===== src/rtl/sdadc_spi_pkg.sv =====
`timescale 1ns/1ps
package sdadc_spi_pkg;

    typedef enum logic [1:0] {
        S_CMD    = 2'd0,
        S_WRITE  = 2'd1,
        S_READ   = 2'd2,
        S_STREAM = 2'd3
    } port_state_e;

    localparam logic [2:0] A_STAT = 3'd0;
    localparam logic [2:0] A_MODE = 3'd1;
    localparam logic [2:0] A_CONF = 3'd2;
    localparam logic [2:0] A_DATA = 3'd3;
    localparam logic [2:0] A_IDNT = 3'd4;
    localparam logic [2:0] A_IO   = 3'd5;
    localparam logic [2:0] A_OFS  = 3'd6;
    localparam logic [2:0] A_GAIN = 3'd7;

    localparam logic [7:0] STREAM_STOP = 8'h58;
    localparam int RESYNC_ONES = 32;

    // payload length in bits for each address
    function automatic int unsigned field_len(input logic [2:0] a, input int unsigned dw);
        case (a)
            A_MODE, A_CONF:        return 16;
            A_DATA, A_OFS, A_GAIN: return dw;
            default:               return 8;
        endcase
    endfunction

endpackage


===== src/rtl/sdadc_spi_sync.sv =====
`timescale 1ns/1ps
module sdadc_spi_sync #(
    parameter int STAGES = 2
) (
    input  logic clk,
    input  logic rst_n,
    input  logic sclk,
    input  logic cs_n,
    input  logic mosi,
    output logic sclk_rise,
    output logic sclk_fall,
    output logic cs_idle,
    output logic mosi_s
);
    logic [STAGES:0]   sclk_q;
    logic [STAGES-1:0] cs_q;
    logic [STAGES-1:0] mosi_q;

    always_ff @(posedge clk or negedge rst_n) begin
        if (!rst_n) begin
            sclk_q <= '1;
            cs_q   <= '1;
            mosi_q <= '0;
        end else begin
            sclk_q <= {sclk_q[STAGES-1:0], sclk};
            cs_q   <= {cs_q[STAGES-2:0], cs_n};
            mosi_q <= {mosi_q[STAGES-2:0], mosi};
        end
    end

    assign sclk_rise = sclk_q[STAGES-1] & ~sclk_q[STAGES];
    assign sclk_fall = ~sclk_q[STAGES-1] & sclk_q[STAGES];
    assign cs_idle   = cs_q[STAGES-1];
    assign mosi_s    = mosi_q[STAGES-1];
endmodule


===== src/rtl/sdadc_spi_frame.sv =====
`timescale 1ns/1ps
module sdadc_spi_frame
    import sdadc_spi_pkg::*;
#(
    parameter int DW = 24
) (
    input  logic          clk,
    input  logic          rst_n,
    input  logic          rise,
    input  logic          fall,
    input  logic          cs_idle,
    input  logic          mosi_s,
    input  logic [DW-1:0] rd_val,
    input  logic          rdy_n,
    output logic [2:0]    reg_addr,
    output logic          wr_en,
    output logic [DW-1:0] wr_data,
    output logic          ld_data,
    output logic          rd_done,
    output logic          miso
);
    localparam int LW = $clog2(DW + 1);
    localparam int OW = $clog2(RESYNC_ONES + 1);

    port_state_e   st_q, st_d;
    logic [2:0]    addr_q;
    logic [LW-1:0] len_q, cnt_q;
    logic [6:0]    cmd_q;
    logic [DW-2:0] wsh_q;
    logic [DW-1:0] tx_q;
    logic          miso_q, drv_q, stop_q;
    logic [OW-1:0] ones_q;
    logic          wr_en_q, ld_q, done_q;
    logic [DW-1:0] wr_data_q;

    logic [7:0]    cmd_byte;
    logic          last_bit, word_end, resync;
    logic [DW-1:0] ld_val;

    assign cmd_byte = {cmd_q, mosi_s};
    assign last_bit = (cnt_q == len_q - LW'(1));
    assign word_end = (cnt_q == LW'(DW - 1));
    assign resync   = rise && mosi_s && (ones_q == OW'(RESYNC_ONES - 1));
    assign ld_val   = rd_val << (LW'(DW) - len_q);

    // next-state logic
    always_comb begin
        st_d = st_q;
        if (cs_idle || resync) begin
            st_d = S_CMD;
        end else if (rise) begin
            unique case (st_q)
                S_CMD: begin
                    if (cnt_q == LW'(7) && !cmd_byte[7]) begin
                        if (cmd_byte[6])
                            st_d = (cmd_byte[5:3] == A_DATA && cmd_byte[2]) ? S_STREAM : S_READ;
                        else if (cmd_byte[5:3] != A_STAT)
                            st_d = S_WRITE;
                    end
                end
                S_WRITE, S_READ: if (last_bit) st_d = S_CMD;
                S_STREAM:        if (word_end && stop_q) st_d = S_CMD;
            endcase
        end
    end

    // state register
    always_ff @(posedge clk or negedge rst_n) begin
        if (!rst_n) st_q <= S_CMD;
        else        st_q <= st_d;
    end

    // datapath and outputs
    always_ff @(posedge clk or negedge rst_n) begin
        if (!rst_n) begin
            addr_q <= A_STAT; len_q <= LW'(8); cnt_q <= '0; cmd_q <= '0;
            wsh_q <= '0; tx_q <= '0; miso_q <= 1'b1; drv_q <= 1'b0;
            stop_q <= 1'b0; ones_q <= '0; wr_en_q <= 1'b0; ld_q <= 1'b0;
            done_q <= 1'b0; wr_data_q <= '0;
        end else begin
            wr_en_q <= 1'b0;
            ld_q    <= 1'b0;
            done_q  <= 1'b0;
            if (cs_idle) begin
                cnt_q <= '0; ones_q <= '0; drv_q <= 1'b0; stop_q <= 1'b0; miso_q <= 1'b1;
            end else begin
                if (rise) begin
                    ones_q <= (mosi_s && !resync) ? ones_q + OW'(1) : '0;
                    if (resync) begin
                        cnt_q <= '0; drv_q <= 1'b0; stop_q <= 1'b0;
                    end else begin
                        unique case (st_q)
                            S_CMD: begin
                                cmd_q <= cmd_byte[6:0];
                                if (cnt_q == LW'(7)) begin
                                    cnt_q  <= '0;
                                    addr_q <= cmd_byte[5:3];
                                    len_q  <= LW'(field_len(cmd_byte[5:3], DW));
                                end else begin
                                    cnt_q <= cnt_q + LW'(1);
                                end
                            end
                            S_WRITE: begin
                                wsh_q <= {wsh_q[DW-3:0], mosi_s};
                                if (last_bit) begin
                                    cnt_q     <= '0;
                                    wr_en_q   <= 1'b1;
                                    wr_data_q <= {wsh_q, mosi_s};
                                end else begin
                                    cnt_q <= cnt_q + LW'(1);
                                end
                            end
                            S_READ: begin
                                if (last_bit) begin
                                    cnt_q  <= '0;
                                    drv_q  <= 1'b0;
                                    done_q <= (addr_q == A_DATA);
                                end else begin
                                    cnt_q <= cnt_q + LW'(1);
                                end
                            end
                            S_STREAM: begin
                                if (cnt_q < LW'(8)) cmd_q <= cmd_byte[6:0];
                                if (cnt_q == LW'(7) && cmd_byte == STREAM_STOP) stop_q <= 1'b1;
                                if (word_end) begin
                                    cnt_q  <= '0;
                                    drv_q  <= 1'b0;
                                    done_q <= 1'b1;
                                    stop_q <= 1'b0;
                                end else begin
                                    cnt_q <= cnt_q + LW'(1);
                                end
                            end
                        endcase
                    end
                end
                if (fall && (st_q == S_READ || (st_q == S_STREAM && (drv_q || !rdy_n)))) begin
                    if (!drv_q) begin
                        {miso_q, tx_q} <= {ld_val, 1'b0};
                        drv_q <= 1'b1;
                        ld_q  <= (addr_q == A_DATA);
                    end else begin
                        {miso_q, tx_q} <= {tx_q, 1'b0};
                    end
                end
            end
        end
    end

    assign reg_addr = addr_q;
    assign wr_en    = wr_en_q;
    assign wr_data  = wr_data_q;
    assign ld_data  = ld_q;
    assign rd_done  = done_q;
    assign miso     = cs_idle ? 1'b1 : (drv_q ? miso_q : rdy_n);

    // a guarded byte never leaves command wait
    p_guard_hold_r1: assert property (@(posedge clk) disable iff (!rst_n)
        (st_q == S_CMD && rise && !cs_idle && cnt_q == LW'(7) && cmd_q[6]) |=> (st_q == S_CMD));
    // the 32nd consecutive one realigns the port
    p_resync_home_r10: assert property (@(posedge clk) disable iff (!rst_n)
        (rise && !cs_idle && mosi_s && ones_q == OW'(RESYNC_ONES - 1)) |=> (st_q == S_CMD && cnt_q == '0));
    // chip-select release clears the frame
    p_cs_home_r11: assert property (@(posedge clk) disable iff (!rst_n)
        cs_idle |=> (st_q == S_CMD && !drv_q));
    // output bits are only driven inside a read or stream word
    p_drive_scope_r9: assert property (@(posedge clk) disable iff (!rst_n)
        drv_q |-> (st_q == S_READ || st_q == S_STREAM));
endmodule


===== src/rtl/sdadc_spi_regs.sv =====
`timescale 1ns/1ps
module sdadc_spi_regs
    import sdadc_spi_pkg::*;
#(
    parameter int          DW       = 24,
    parameter logic [7:0]  DEV_ID   = 8'h4B,
    parameter logic [15:0] MODE_RST = 16'h000A,
    parameter logic [15:0] CONF_RST = 16'h0710,
    parameter logic [7:0]  IO_RST   = 8'h00
) (
    input  logic          clk,
    input  logic          rst_n,
    input  logic          wr_en,
    input  logic [2:0]    reg_addr,
    input  logic [DW-1:0] wr_data,
    input  logic          ld_data,
    input  logic          rd_done,
    input  logic          conv_valid,
    input  logic [DW-1:0] conv_data,
    input  logic          conv_err,
    input  logic [2:0]    conv_chan,
    output logic [DW-1:0] rd_val,
    output logic          rdy_n,
    output logic [15:0]   mode_cfg,
    output logic [15:0]   conf_cfg,
    output logic [7:0]    io_cfg,
    output logic [DW-1:0] offset_cfg,
    output logic [DW-1:0] gain_cfg
);
    localparam logic [DW-1:0] OFS_RST  = DW'(1) << (DW - 1);
    localparam logic [DW-1:0] GAIN_RST = DW'(5) << (DW - 4);

    logic [15:0]   mode_q, conf_q;
    logic [7:0]    io_q;
    logic [DW-1:0] ofs_q, gain_q, data_q;
    logic          err_q, rdy_n_q, inflight_q;
    logic [2:0]    chan_q;
    logic [7:0]    status;

    always_ff @(posedge clk or negedge rst_n) begin
        if (!rst_n) begin
            mode_q <= MODE_RST; conf_q <= CONF_RST; io_q <= IO_RST;
            ofs_q <= OFS_RST; gain_q <= GAIN_RST;
        end else if (wr_en) begin
            case (reg_addr)
                A_MODE:  mode_q <= wr_data[15:0];
                A_CONF:  conf_q <= wr_data[15:0];
                A_IO:    io_q   <= wr_data[7:0];
                A_OFS:   ofs_q  <= wr_data;
                A_GAIN:  gain_q <= wr_data;
                default: ;
            endcase
        end
    end

    always_ff @(posedge clk or negedge rst_n) begin
        if (!rst_n) begin
            data_q <= '0; err_q <= 1'b0; chan_q <= '0;
            rdy_n_q <= 1'b1; inflight_q <= 1'b0;
        end else if (conv_valid) begin
            data_q <= conv_data; err_q <= conv_err; chan_q <= conv_chan;
            rdy_n_q <= 1'b0; inflight_q <= 1'b0;
        end else begin
            if (ld_data) inflight_q <= 1'b1;
            if (rd_done && inflight_q) begin
                rdy_n_q    <= 1'b1;
                inflight_q <= 1'b0;
            end
        end
    end

    assign status = {rdy_n_q, err_q, 3'b000, chan_q};

    always_comb begin
        rd_val = '0;
        unique case (reg_addr)
            A_STAT: rd_val = DW'(status);
            A_MODE: rd_val = DW'(mode_q);
            A_CONF: rd_val = DW'(conf_q);
            A_DATA: rd_val = data_q;
            A_IDNT: rd_val = DW'(DEV_ID);
            A_IO:   rd_val = DW'(io_q);
            A_OFS:  rd_val = ofs_q;
            A_GAIN: rd_val = gain_q;
        endcase
    end

    assign rdy_n      = rdy_n_q;
    assign mode_cfg   = mode_q;
    assign conf_cfg   = conf_q;
    assign io_cfg     = io_q;
    assign offset_cfg = ofs_q;
    assign gain_cfg   = gain_q;

    // a new result always clears not-ready
    p_result_clears_r7: assert property (@(posedge clk) disable iff (!rst_n)
        conv_valid |=> !rdy_n_q);
    // not-ready only rises on a completed data read
    p_ready_rise_r8: assert property (@(posedge clk) disable iff (!rst_n)
        $rose(rdy_n_q) |-> $past(rd_done));
    // settings move only on a write strobe
    p_cfg_hold_r3: assert property (@(posedge clk) disable iff (!rst_n)
        !wr_en |=> ($stable(mode_q) && $stable(conf_q) && $stable(io_q) && $stable(ofs_q) && $stable(gain_q)));
endmodule


===== src/rtl/sdadc_spi_port.sv =====
`timescale 1ns/1ps
module sdadc_spi_port
    import sdadc_spi_pkg::*;
#(
    parameter int          DW          = 24,
    parameter int          SYNC_STAGES = 2,
    parameter logic [7:0]  DEV_ID      = 8'h4B,
    parameter logic [15:0] MODE_RST    = 16'h000A,
    parameter logic [15:0] CONF_RST    = 16'h0710,
    parameter logic [7:0]  IO_RST      = 8'h00
) (
    input  logic          clk,
    input  logic          rst_n,
    input  logic          spi_sclk,
    input  logic          spi_cs_n,
    input  logic          spi_mosi,
    output logic          spi_miso,
    input  logic          conv_valid,
    input  logic [DW-1:0] conv_data,
    input  logic          conv_err,
    input  logic [2:0]    conv_chan,
    output logic [15:0]   mode_cfg,
    output logic [15:0]   conf_cfg,
    output logic [7:0]    io_cfg,
    output logic [DW-1:0] offset_cfg,
    output logic [DW-1:0] gain_cfg
);
    logic          rise, fall, cs_idle, mosi_s;
    logic [DW-1:0] rd_val, wr_data;
    logic [2:0]    reg_addr;
    logic          wr_en, ld_data, rd_done, rdy_n;

    sdadc_spi_sync #(.STAGES(SYNC_STAGES)) u_sync (
        .clk(clk), .rst_n(rst_n), .sclk(spi_sclk), .cs_n(spi_cs_n), .mosi(spi_mosi),
        .sclk_rise(rise), .sclk_fall(fall), .cs_idle(cs_idle), .mosi_s(mosi_s)
    );

    sdadc_spi_frame #(.DW(DW)) u_frame (
        .clk(clk), .rst_n(rst_n), .rise(rise), .fall(fall), .cs_idle(cs_idle),
        .mosi_s(mosi_s), .rd_val(rd_val), .rdy_n(rdy_n), .reg_addr(reg_addr),
        .wr_en(wr_en), .wr_data(wr_data), .ld_data(ld_data), .rd_done(rd_done),
        .miso(spi_miso)
    );

    sdadc_spi_regs #(
        .DW(DW), .DEV_ID(DEV_ID), .MODE_RST(MODE_RST), .CONF_RST(CONF_RST), .IO_RST(IO_RST)
    ) u_regs (
        .clk(clk), .rst_n(rst_n), .wr_en(wr_en), .reg_addr(reg_addr), .wr_data(wr_data),
        .ld_data(ld_data), .rd_done(rd_done), .conv_valid(conv_valid),
        .conv_data(conv_data), .conv_err(conv_err), .conv_chan(conv_chan),
        .rd_val(rd_val), .rdy_n(rdy_n), .mode_cfg(mode_cfg), .conf_cfg(conf_cfg),
        .io_cfg(io_cfg), .offset_cfg(offset_cfg), .gain_cfg(gain_cfg)
    );
endmodule


===== config.mk =====
export PLATFORM = sky130hd
export DESIGN_NAME = sdadc_spi_port
export DESIGN_NICKNAME = d
export VERILOG_FILES = /design/src/rtl/sdadc_spi_pkg.sv /design/src/rtl/sdadc_spi_sync.sv /design/src/rtl/sdadc_spi_frame.sv /design/src/rtl/sdadc_spi_regs.sv /design/src/rtl/sdadc_spi_port.sv
export SDC_FILE = /design/constraint.sdc
export NUM_CORES = 1
export LEC_CHECK = 0
export BUFFER_PORTS_ARGS = -buffer_cell sky130_fd_sc_hd__clkbuf_2
export CAP_MARGIN = 20
export CORE_UTILIZATION = 43
export CTS_CLUSTER_SIZE = 8
export DETAILED_ROUTE_END_ITERATION = 12
export SLEW_MARGIN = 20
export SYNTH_ARGS = -nofsm -noshare
export SYNTH_HDL_FRONTEND = slang
export SYNTH_SLANG_ARGS = --single-unit

===== constraint.sdc =====
create_clock -name clk -period 2.71 [get_ports clk]
set_clock_uncertainty 0.05 [all_clocks]
set_input_delay 0.542 -clock clk [delete_from_list [all_inputs] [get_ports clk]]
set_output_delay 0.542 -clock clk [all_outputs]
set_load 0.01 [all_outputs]

* Word level (Yosys, flattened, before mapping)
Cells that the tools add are included.
** Storage, ports and cells
- Bits in registers :: 230
- Output and inout port bits :: 89
- Word-level logic and storage cells :: 169
** Operators by class
- $add $sub $neg :: 4
- Order comparisons :: 1
- Eq/ne operators :: 25
- Shift-type cells :: 1
- Multiplexer cells :: 62
- Bitwise logic cells :: 6
- Reduce and logical (&&, ||, !) cells :: 42
** Operator list (number)
- $pmux W24 S8 :: 1
- $mux W1 :: 37
- $mux W5 :: 6
- $mux W24 :: 1
- $shl A24 B5 Y24 :: 1
- $reduce_and A5 Y1 :: 4
- $eq A3 B3 Y1 const B :: 6
- $mux W6 :: 3
- $pmux W5 S3 :: 1
- $mux W2 :: 7
- $pmux W7 S2 :: 1
- $eq A3 B2 Y1 const B :: 4
- $reduce_and A2 Y1 :: 6
- $logic_and A1 B1 Y1 :: 10
- $pmux W5 S2 :: 1
- $reduce_bool A2 Y1 :: 5
- $ne A3 B1 Y1 const B :: 3
- $reduce_bool A3 Y1 :: 3
- $eq A8 B7 Y1 const B :: 1
- $mux W7 :: 1
- $add A6 B1 Y6 const B :: 1
- $eq A3 B1 Y1 const B :: 2
- $eq A6 B5 Y1 const B :: 1
- $pmux W2 S3 :: 1
- 23 further kinds :: 34

* Logic depth before layout (Yosys ltp)
Gate-level depths: netlist of the first run.
- Depth in word-level cells :: 9
- Gate-level depth with buffers :: 8
- Gate-level depth less buffers :: 7

* Hierarchy
A second synthesis of the first run with hierarchy kept.
** Second synthesis, totals
- Cells, all modules :: 819
- Area, all modules :: 10636.5 sq um
** Modules (own cells, without submodules)
- sdadc_spi_regs :: instances 1, cells an instance 382, area an instance 5521.5 sq um
- sdadc_spi_frame :: instances 1, cells an instance 428, area an instance 4918.5 sq um
- sdadc_spi_sync :: instances 1, cells an instance 9, area an instance 196.4 sq um

* Worst setup path after synthesis of the first run
Ideal clock, no wire load.
- Path kind :: reg2reg
- From :: register u_frame.st_q[0]
- To :: register u_frame.tx_q[14]
- Arrival :: 1.862 ns
- Data required time :: 2.534 ns
- Setup slack :: 0.672 ns
- Stages on the path, launching flop included :: 8
- Buffers on the path :: 1
- Path through :: dfrtp_1 inv_1 ha_1 or3b_1 and4_1 buf_2 and3_1 a221o_1
** Between the ends
- Longest elaborated chain between the ends :: 5
** RTL lines
- from (decl) :: line sdadc_spi_frame.sv:25 : port_state_e st_q, st_d;
- from (signal assigned) :: line sdadc_spi_frame.sv:70 : else st_q <= st_d;
- $eq A2 B2 Y1 :: line sdadc_spi_frame.sv:137 : if (fall && (st_q == S_READ || (st_q == S_STREAM && (drv_q || !rdy_n)))) begin
- $logic_and A1 B1 Y1 :: line sdadc_spi_frame.sv:137
- $logic_or A1 B1 Y1 * :: line sdadc_spi_frame.sv:137
- $logic_and A1 B1 Y1 * :: line sdadc_spi_frame.sv:137
- $reduce_and A2 Y1 (no source line) *
- to (signal assigned) :: line sdadc_spi_frame.sv:139 : {miso_q, tx_q} <= {ld_val, 1'b0};
- to (signal assigned) :: line sdadc_spi_frame.sv:143 : {miso_q, tx_q} <= {tx_q, 1'b0};
- to (decl) :: line sdadc_spi_frame.sv:30 : logic [DW-1:0] tx_q;
Mark *: on every way between the ends. The rest lies on a longest branch, timed or not.
A chain may end at the register's enable or synchronous reset.

* Final worst setup path of the first run
- From :: register u_frame.st_q[0]
- To :: register u_frame.miso_q
** Between the ends
- Longest elaborated chain between the ends :: 5
** RTL lines
- $eq A2 B2 Y1 :: line sdadc_spi_frame.sv:137
- $logic_and A1 B1 Y1 :: line sdadc_spi_frame.sv:137
- $logic_or A1 B1 Y1 * :: line sdadc_spi_frame.sv:137
- $logic_and A1 B1 Y1 * :: line sdadc_spi_frame.sv:137
- $reduce_bool A2 Y1 (no source line) *
- to (signal assigned) :: line sdadc_spi_frame.sv:139
- to (signal assigned) :: line sdadc_spi_frame.sv:143
- to (decl) :: line sdadc_spi_frame.sv:31 : logic miso_q, drv_q, stop_q;
Marked as above.

==> metrics.md, run 1 <==
| Metric | Value |
|---|---|
| Outcome | complete, no violations |
| Fin worst setup slack | roughly 0.26 ns |
| Hold Path Depth | 1 |
| Post-synth EDFFs | 0 |
| Yosys top cell by area | dfrtp_1 |
| Routed met1 length | approximately 13,000 µm |
| Via count | approximately 7,300 |
| ANT cells | 0 |
| Fin Hold WS | a little over 0.08 ns |
| Total global-route track usage | 0.228 |
| Fmax | 408 MHz |
| FILL cells | 2,126 |
| CORE AREA | ~0.024 mm² |
| DRT antenna net count | 0 |
| Clk buf depth | 3 |
| Register area | between 0.005 and 0.006 mm² |
| Final core occ | 0.526 |
| Maximum vdd drop | roughly 0.47 mV |
| Met2 routed WL | about 13,000 µm |
| Fin. max-slew vios | 0 |
| Cell Area, Placed | between 0.01 and 0.015 mm² |
| Final hold viol count | 0 |
| Most common cell in the synthesized netlist | dfrtp_1 |
| Worst-Skew Late Latency | around 0.50 ns |
| P&R area growth vs syn | 18.9% |
| CP required | between 3 and 4 ns |
| GPL Wtd Cong | approximately 0.9 |
| Inst Count DP | about 1,200 |
| First-pass GRT wire length | about 43,000 µm |
| Clock group share of total power | 0.495 |
| Flop pwr share | 0.467 |
| Worst-margin pin slew | approximately 1 ns |
| Design area | roughly 0.012 mm² |
| Routed len/inst | around 21 µm |
| Slew HR | 0.340 |
| Layout cells sized above 1 | 0.398 |
| Uppermost routed layer | met4 |
| Synthesized area | around 0.011 mm² |
| Port bufs | ~120 |
| Unique masters post-synth | between 70 and 80 |
| Via density | ~5.6 |
| Average cell area after synthesis | between 10 and 15 µm² |
| Yosys top cell area share | 0.498 |
| WP data arrival | roughly 2.8 ns |
| Final Instance Count excl. Fillers | 1,304 |
| Clock Sinks | 226 |
| RSZ-0062 raised after global routing | false |
| Initial antenna violation count | 0 |
| Clk root buf | clkbuf_16 |
| Gate count of the mapped netlist | 829 |
| Num ports | between 100 and 150 |
| Chip Height | roughly 160 µm |
| Ys async rst share | 1.00 |
| Setup_tns | 0 ns |
| Worst setup SP type | flip-flop |
| DP Wirelength | just under 20,000 µm |
| Initial DRC count | 450 |
| Multi-input gate area in the final layout | about 0.0044 mm² |
| Max FO, Critical Path | 23 |
| Largest net degree at the start of global routing | 57 |
| R2R depth | 7 |
| YS warnings | 0 |
| CTS tree | yes |
| First-pass DRT Iterations | 5 |
| Sw Pwr | about 1.7 mW |
| Met3 WL | around 1400 µm |
| Max_cap viols | 0 |
| Most common flop cell mapped by yosys | dfrtp_1 |
| Worst hold path class | in -> reg |
| Worst Setup End Kind | flip-flop |
| Total power | ~7.7 mW |
| Final worst path period share | 0.904 |
| Net Count, Synth | 870 |
| Initial core utilization | 0.442 |
| Final layout net count | just over 1,000 |
| Post-CTS setup buffers | 0 |
| Endpoints failing setup | 0 |
| Pwr/cell area | just over 600 mW/mm² |
| Seq cells post-synth | approximately 230 |
| Horiz. Die Dim | ~160 µm |
| Dpl ws | 0.321 ns |
| Final worst path period need | ~2.5 ns |
| Vias in the first global route | around 7,300 |
| Combinational power share | 0.038 |
| Area contributors post-synth | dfrtp_1, mux2_2, dfstp_2 |
| Type of the worst setup path | reg -> reg |
| Net Sw Frac | 0.221 |
| Post-synthesis sequential area ratio | 0.540 |
| H-tree depth | 2 |
| # DRC | 0 |
| Die area | ~0.025 mm² |
| Internal cell power | approximately 6 mW |
| Total gr overflow | 0 |
| Pleak | around 5.9 nW |
| Commonest cells in the netlist | dfrtp_1, mux2_2, nand2_1, a21oi_1, nor2_1 |
| DRT Wirelength | between 20,000 and 30,000 µm |
| Row count | 56 |
| R2R Setup Slk | 0.26 ns |
| Clk slew on worst S/H paths | around 0.050 ns |
| CTS buffer count | 34 |
==> critical path: stages (launching register included) <==
cell	delay (ns)
dfrtp_1	0.41
inv_1	0.13
ha_1	0.24
or3b_1	0.17
and4_1	0.71
o21ai_0	0.22
a211oi_1	0.27
a21oi_1	0.15
==> flip-flops by register name, summed over array words and instances (netlist names), 3 cells and up <==
signal             cells
u_frame.cmd_q          7
u_frame.cnt_q          5
u_frame.ones_q         6
u_frame.reg_addr       3
u_frame.tx_q          23
u_frame.wr_data       24
u_frame.wsh_q         23
u_regs.chan_q          3
u_regs.conf_cfg       16
u_regs.data_q         24
u_regs.gain_cfg       24
u_regs.io_cfg          8
u_regs.mode_cfg       16
u_regs.offset_cfg     24
u_sync.sclk_q          3
==> final cells by class <==
| cell class | count | area share |
|---|---|---|
| multi-input combinational | 530 | 0.355 |
| sequential | 226 | 0.454 |
| clock inverter | 2 | 0.00140 |
| clock buffer | 54 | 0.0758 |
| tap | 319 | 0.0319 |
| inverter | 21 | 0.00631 |
| timing repair buffer | 152 | 0.0749 |
==> placed cells by master (no fill, tap or decap), types with 8 or more instances in the layout <==
cell,count
mux2_1,20
a221o_1,9
inv_1,21
dfstp_2,17
buf_4,22
nor2b_1,10
dfrtp_1,207
a22oi_1,9
nand3_1,14
nor2_1,30
clkbuf_16,35
and3_1,11
clkbuf_2,121
o22ai_1,8
mux2_2,160
mux2i_1,21
o21ai_0,29
a21oi_1,35
clkbuf_1,19
nand2_1,38
==> power by group through the flow <==
stage	Sequential (mW)	Combinational, mW	Clock (mW)
2_1_floorplan	3.58	0.183	0
4_1_cts	3.58	0.299	3.93
5_1_grt	3.60	0.330	4.06
3_5_place_dp	3.64	0.297	0
3_3_place_gp	3.63	0.292	0
6_report	3.59	0.292	3.80
==> what timing repair did <==
action                     4_1_cts  5_1_grt
hold endpoints to repair        47        0
gates resized for setup          0        0
hold buffers                     1        0
setup endpoints to repair        0        0
==> final timing paths <==
| check | from | endpoint |
|---|---|---|
| max in group asynchronous | rst_n | u_sync.sclk_q[0] |
| max | u_frame.st_q[0] | u_frame.miso_q |
| min | spi_sclk | u_sync.sclk_q[0] |
| max reg2reg | u_frame.st_q[0] | u_frame.miso_q |
| min reg2reg | u_sync.mosi_q[0] | u_sync.mosi_q[1] |
| min in group asynchronous | rst_n | u_regs.gain_cfg[18] |
==> logic make-up after synthesis <==
logic type	share of synthesized area
flip-flops	0.540
multiplexers	0.219
AND/OR/NAND/NOR	0.0817
AO/OA/AOI/OAI	0.108
buffers and inverters	0.0371
adder cells (fa/ha/maj)	0.00833
XOR/XNOR	0.00572
==> per-layer routing <==
metal	vias to the layer above	GRT usage
li1	3336	-
met1	3718	0.327
met2	188	0.347
met3	56	0.0414
met4	0	0.0765
met5	-	0
(Power assumes the default switching activity.)
==> run 2: changes to the inputs <==
ABC_AREA = 1   (was not set)
==> run 2 against run 1 <==
  * Largest power group unchanged
  * Critical path depth up 2
  * Utilization down 0.078 points
  * Sequential share of layout area up 0.45 points
  * Setup slack better by 0.17 ns
==> metrics.md, run 2 <==
| Metric | Value |
|---|---|
| Outcome | complete, no violations |
| Via count | 9,009 (+23%) |
| Most common flop cell mapped by yosys | dfrtp_1 |
| ANT cells | 0 (unchanged) |
| Crit-path most repeated cell | nand2_1 |
| CP max stage delay | 0.47 ns (-0.24 ns) |
| Worst setup SP type | flip-flop |
| Inst Count DP | 1,680 (+35%) |
| P&R area growth vs syn | 19.1% |
| Pleak | 6.10 nW (+2.8%) |
| Initial DRC count | 750 (+67%) |
| # hold bufs at CTS | 1 (unchanged) |
| WP data arrival | 2.66 ns (-0.14 ns) |
| Row count | 56 (unchanged) |
| H-tree depth | 2 (unchanged) |
| Max_cap viols | 0 (unchanged) |
| Commonest non-fill, non-tap cell in the layout | nand2_1 |
| Worst-margin pin slew | 0.627 ns (-0.363 ns) |
| Worst hold path class | in -> reg |
| Area contributors post-synth | dfrtp_1, nand2_1, o21ai_0 |
| Post-synth EDFFs | 0 (unchanged) |
| CTS tree | yes |
| CORE AREA | 0.0235 mm² (-0.88%) |
| Total global-route track usage | 0.259 (+0.0316) |
| Worst-path cell chain | buf_4, nand3_2, inv_2, nand2_1, nand2_1, nor2_1, nand2_1, a21oi_1, a21oi_1 |
| Multi-input gate area in the final layout | 0.00402 mm² (-9.4%) |
| Pwr/cell area | 680 mW/mm² (+11%) |
| Final worst path period share | 0.840 (-0.0637) |
| Num ports | 123 (unchanged) |
| Most common cell in the synthesized netlist | nand2_1 |
| Slew HR | 0.581 (+0.242) |
| Initial core utilization | 0.441 (-0.00142) |
| Maximum vdd drop | 0.518 mV (+9.5%) |
| Final hold viol count | 0 (unchanged) |
| Vias in the first global route | 8,413 (+15%) |
| Final Instance Count excl. Fillers | 1,743 (+34%) |
| Commonest cells after routing, fill and taps aside | nand2_1, dfrtp_1, o21ai_0 |
| DP Wirelength | 22,600 µm (+17%) |
| Gate count of the mapped netlist | 1,270 (+53%) |
| Seq cells post-synth | 226 (unchanged) |
| Critical-path top delay cell | dfrtp_1 |
| CTS buffer count | 34 (unchanged) |
| Type of the worst setup path | reg -> reg |
| Clk buf depth | 3 (unchanged) |
| Hold_sp | spi_sclk |
| Routed len/inst | 17.8 µm (-16%) |
| Clk root buf | clkbuf_16 |
| First-pass DRT Iterations | 5 (unchanged) |
| DRT antenna net count | 0 (unchanged) |
| CP required | 3.09 ns (+0.03 ns) |
| Chip Height | 157 µm (-0.60%) |
| Max FO, Critical Path | 23 (unchanged) |
| Clk slew on worst S/H paths | 0.05 ns (about the same) |
| Fmax | 439 MHz (+7.6%) |
| RSZ-0062 raised after global routing | false |
| Worst Setup SP | u_frame.reg_addr[2] |
| Via density | 5.17 (-7.6%) |
| CP top delay family | simple AND/OR/NAND/NOR gates |
| Setup_tns | 0 ns (unchanged) |
| Die area | 0.0248 mm² (-1.2%) |
| FILL cells | 2,272 (+6.9%) |
| Synthesized area | 0.0104 mm² (-1.2%) |
| Horiz. Die Dim | 157 µm (-0.60%) |
| Register area | 0.00568 mm² (about the same) |
| Yosys top cell by area | dfrtp_1 |
| Commonest cells in the netlist | nand2_1, dfrtp_1, o21ai_0, nand3_1, inv_1 |
| Post-CTS resize count | 0 (unchanged) |
| Initial antenna violation count | 0 (unchanged) |
| Largest net degree at the start of global routing | 65 (+14%) |
| CP bufs+invs | 2 (+1) |
| Port bufs | 122 (unchanged) |
| Worst Setup End Kind | flip-flop |
| Net Count, Synth | 1,311 (+51%) |
| Post-synthesis sequential area ratio | 0.547 (+0.00657) |
| Yosys top cell area share | 0.504 (+0.00606) |
| Average cell area after synthesis | 8.18 µm² (-36%) |
| Fin. max-slew vios | 0 (unchanged) |
| Reg2reg start | u_frame.reg_addr[2] |
| # DRC | 0 (unchanged) |
| Total gr overflow | 0 (unchanged) |
| Clock Sinks | 226 (unchanged) |
| GPL Wtd Cong | 0.915 (-0.17%) |
| YS warnings | 0 (unchanged) |
| Final layout net count | 1,439 (+43%) |
| Ys async rst share | 1.00 (unchanged) |
| Final worst path period need | 2.28 ns (-0.173 ns) |
| Worst-Skew Late Latency | 0.52 ns (+0.02 ns) |
| Unique masters post-synth | 42 (-46%) |
| DRT Wirelength | 31,000 µm (+13%) |
| Endpoints failing setup | 0 (unchanged) |
| Post-CTS setup buffers | 0 (unchanged) |
| First-pass GRT wire length | 48,400 µm (+13%) |
| Layout cells sized above 1 | 0.167 (-0.231) |
==> run 2: cell count changes in the layout (fill, tap and decap cells not counted), sizes merged, moves of 9 or more <==
cell | before | now
nor2b | 11 | 0
nand4 | 6 | 24
nor2 | 32 | 87
o21ai | 32 | 145
inv | 22 | 113
a221o | 9 | 0
and3 | 11 | 1
mux2 | 183 | 0
mux2i | 22 | 0
nand3 | 15 | 108
nand2 | 40 | 431
==> run 2: kinds of logic (layout without fill, tap and decap cells) <==
family / Yosys count / count (layout) / share of synthesized area
compound gates: 193 / 193 / 0.100
xor+xnor: 4 / 4 / 0.00337
fa+ha+maj: 7 / 7 / 0.00844
buf+inv: 167 / 321 / 0.0657
flops: 226 / 226 / 0.547
simple gates: 673 / 673 / 0.275
==> run 2: layout make-up <==
class                      instances  area share
timing repair buffer             146      0.0680
sequential                       226       0.459
clock inverter                     4     0.00526
inverter                         113      0.0343
tap                              319      0.0323
clock buffer                      58      0.0761
multi-input combinational        877       0.325
==> run 2: metrics by stage <==
stage	instance area [µm²]	total power, mW	setup WS, ns	util	hold slack (ns)
final	12400	8.41	0.432	0.525	0.0624
after floorplan	10400	4.23	0.925	-	0.196
after detailed placement	11400	4.51	0.473	0.482	0.304
after CTS	12400	8.49	0.479	0.525	0.0444
after global placement	11400	4.50	0.492	0.482	0.303
after global routing	12400	8.79	0.268	0.525	0.0481
==> run 2: routing by layer <==
layer  vias up  wire length [µm]  GRT usage
met5         -                 0          0
met4         0              1250      0.113
met3        66              1690     0.0322
met2       306             13700      0.386
met1      4284             14300      0.379
li1       4353                 -          -
==> run 2: path summary, 6_finish.rpt <==
path	end	slack (ns)	depth (start not counted)
setup / recovery	u_frame.tx_q[21]	0.43	9
hold / removal	u_sync.sclk_q[0]	0.06	1
setup reg to reg	u_frame.tx_q[21]	0.43	9
hold reg to reg	u_sync.sclk_q[1]	0.31	0
max in group asynchronous	u_regs.gain_cfg[22]	1.27	3
min in group asynchronous	u_frame.wr_data[13]	0.49	2
==> run 2: power by group <==
part           internal (mW)  total, mW  switching, mW
combinational          0.246      0.720          0.474
sequential              3.59       3.75          0.154
clock                   2.39       3.94           1.55
==> run 3: changes to the inputs <==
ABC_AREA = 0   (was 1)
clock period = 2.1 ns   (was 2.71 ns; I/O delays follow)
==> run 3 against run 2 <==
  * The flow now finishes with violations (negative setup slack)
  * Clock power increased by 26%
  * Clock-buffer cell count unchanged
  * Critical endpoint is now u_frame.tx_q[16]
  * Final area increased by 8.9%
  * Utilization increased by 4.2 points
==> metrics.md, run 3 (same netlist as run 1, synthesis figures left out) <==
| Metric | Value |
|---|---|
| Outcome | complete, but fails checks |
| Failing checks | negative setup slack |
| Total global-route track usage | 0.235 (-0.0239) |
| Layout cells sized above 1 | 0.476 (+0.309) |
| Commonest cells after routing, fill and taps aside | dfrtp_1, mux2_2, clkbuf_2 |
| Initial core utilization | 0.442 (+0.00142) |
| Worst setup SP type | flip-flop |
| Clock group share of total power | 0.498 (+0.029) |
| Hold Path End | u_regs.data_q[13] |
| R2R depth | 7 (-2) |
| First-pass GRT wire length | 44,200 µm (-8.7%) |
| GPL Wtd Cong | 0.909 (-0.70%) |
| CTS tree | yes |
| ANT cells | 0 (unchanged) |
| Final layout net count | 1,074 (-25%) |
| WP data arrival | 2.45 ns (-0.21 ns) |
| Via density | 5.58 (+7.9%) |
| Max FO, Critical Path | 8 (-65%) |
| CP required | 2.43 ns (-0.66 ns) |
| Pwr/cell area | 743 mW/mm² (+9.3%) |
| Combinational power share | 0.041 (-0.045) |
| Reg-to-reg endpoint | u_frame.tx_q[16] |
| Worst hold path class | in -> reg |
| R2R Setup Slk | -0.02 ns (-0.45 ns) |
| Sw Pwr | 2.27 mW (+4.3%) |
| CTS buffer count | 34 (unchanged) |
| CP top delay family | compound AO/OA/AOI/OAI gates |
| Total gr overflow | 0 (unchanged) |
| CORE AREA | 0.0238 mm² (+0.89%) |
| Num ports | 123 (unchanged) |
| Fin Hold WS | 0.0960 ns (+0.0336 ns) |
| Dpl ws | -0.0526 ns (-0.526 ns) |
| Commonest non-fill, non-tap cell in the layout | dfrtp_1 |
| # DRC | 0 (unchanged) |
| DRT antenna net count | 0 (unchanged) |
| CP max stage delay | 0.45 ns (-0.02 ns) |
| Flop pwr share | 0.462 (+0.016) |
| FILL cells | 1,951 (-14%) |
| Maximum vdd drop | 0.574 mV (+11%) |
| Slew HR | 0.671 (+0.0896) |
| P&R area growth vs syn | 28.2% |
| DP Wirelength | 19,800 µm (-12%) |
| Horiz. Die Dim | 158 µm (+0.60%) |
| First-pass DRT Iterations | 5 (unchanged) |
| Clock Sinks | 226 (unchanged) |
| Worst-path cell chain | buf_12, mux2i_2, o2bb2ai_2, a222oi_1, buf_4, o31ai_1, a221o_1 |
| Final hold viol count | 0 (unchanged) |
| CP bufs+invs | 2 (unchanged) |
| Worst-Skew Late Latency | 0.51 ns (about the same) |
| Port bufs | 122 (unchanged) |
| Endpoints failing setup | 2 (+2) |
| Reg2reg start | u_frame.reg_addr[1] |
| Routed len/inst | 21.4 µm (+20%) |
| Clk root buf | clkbuf_16 |
| Via count | 7,681 (-15%) |
| Type of the worst setup path | reg -> reg |
| Net Sw Frac | 0.227 (-0.0322) |
| Hold_sp | conv_data[13] |
| Clk slew on worst S/H paths | 0.05 ns (about the same) |
| Row count | 56 (unchanged) |
| Initial DRC count | 496 (-34%) |
| Worst Setup End Kind | flip-flop |
| Hold Path Depth | 2 (+1) |
| Worst-margin pin slew | 0.494 ns (-0.134 ns) |
| Fin. max-slew vios | 0 (unchanged) |
| Fmax | 472 MHz (+7.5%) |
| Internal cell power | 7.73 mW (+24%) |
| Chip Height | 158 µm (+0.60%) |
| Die area | 0.0251 mm² (+1.2%) |
| Fin worst setup slack | -0.0180 ns (-0.450 ns) |
| Vias in the first global route | 7,563 (-10%) |
| Initial antenna violation count | 0 (unchanged) |
| Final worst path period need | 2.12 ns (-0.160 ns) |
| H-tree depth | 2 (unchanged) |
| Final worst path period share | 1.01 (+0.168) |
| Critical-path top delay cell | a222oi_1 |
| Max_cap viols | 0 (unchanged) |
| Pleak | 6.43 nW (+5.4%) |
| Clk buf depth | 3 (unchanged) |
| DRT Wirelength | 29,400 µm (-5.1%) |
| Largest net degree at the start of global routing | 55 (-15%) |
| RSZ-0062 raised after global routing | true |
==> run 3: power by group through the flow <==
stage          logic [mW]  clock network, mW  registers (mW)
5_1_grt             0.453               5.27            4.64
6_report            0.409               4.98            4.62
3_5_place_dp        0.406                  0            4.68
3_3_place_gp        0.403                  0            4.68
2_1_floorplan       0.236                  0            4.61
4_1_cts             0.415               5.10            4.61
==> run 3: layer usage <==
metal / part of all wire / track usage / vias to the layer above
li1: - / - / 3477
met1: 0.45 / 0.338 / 3881
met2: 0.47 / 0.356 / 261
met3: 0.058 / 0.0435 / 62
met4: 0.026 / 0.0833 / 0
met5: 0 / 0 / -
==> run 3: how the worst max path moves through the flow <==
stage	start	to	slack (ns)	cells after the start
floorplan	u_frame.st_q[0]	u_frame.tx_q[14]	0.06	7
global placement	u_frame.reg_addr[1]	u_frame.tx_q[16]	-0.03	7
detailed placement	u_frame.reg_addr[1]	u_frame.tx_q[16]	-0.05	7
CTS	u_frame.reg_addr[1]	u_frame.tx_q[16]	-0.02	7
global route	u_frame.reg_addr[1]	u_frame.tx_q[16]	-0.06	7
finish	u_frame.reg_addr[1]	u_frame.tx_q[16]	-0.02	7
==> run 3: per-stage QoR <==
stage	std cells	utilization	TNS [ns]	instance area (µm²)	power (mW)
final	1377	0.567	-0.0235	13500	10.0
after floorplan	829	-	0	10500	4.85
after global placement	1287	0.500	-0.0323	11900	5.08
after global routing	1377	0.567	-1.45	13500	10.4
after CTS	1364	0.551	-0.0305	13100	10.1
after detailed placement	1287	0.500	-0.0878	11900	5.09
==> run 3: area by class of cell <==
cell class	instances	area (µm²)	share of cell area
inverter	21	82.6	0.00613
clock inverter	3	45.0	0.00334
tap	319	399	0.0296
timing repair buffer	220	1640	0.121
sequential	226	5680	0.422
multi-input combinational	530	4690	0.348
clock buffer	58	941	0.0698
==> run 3: what timing repair did <==
action                                  CTS  global route
setup buffers                            11             8
cloned                                    1             5
endpoints found under the setup margin    2            48
hold buffers                              4             0
endpoints found under the hold margin    46             0
resized for setup                        12            52
pin swaps                                 7            16
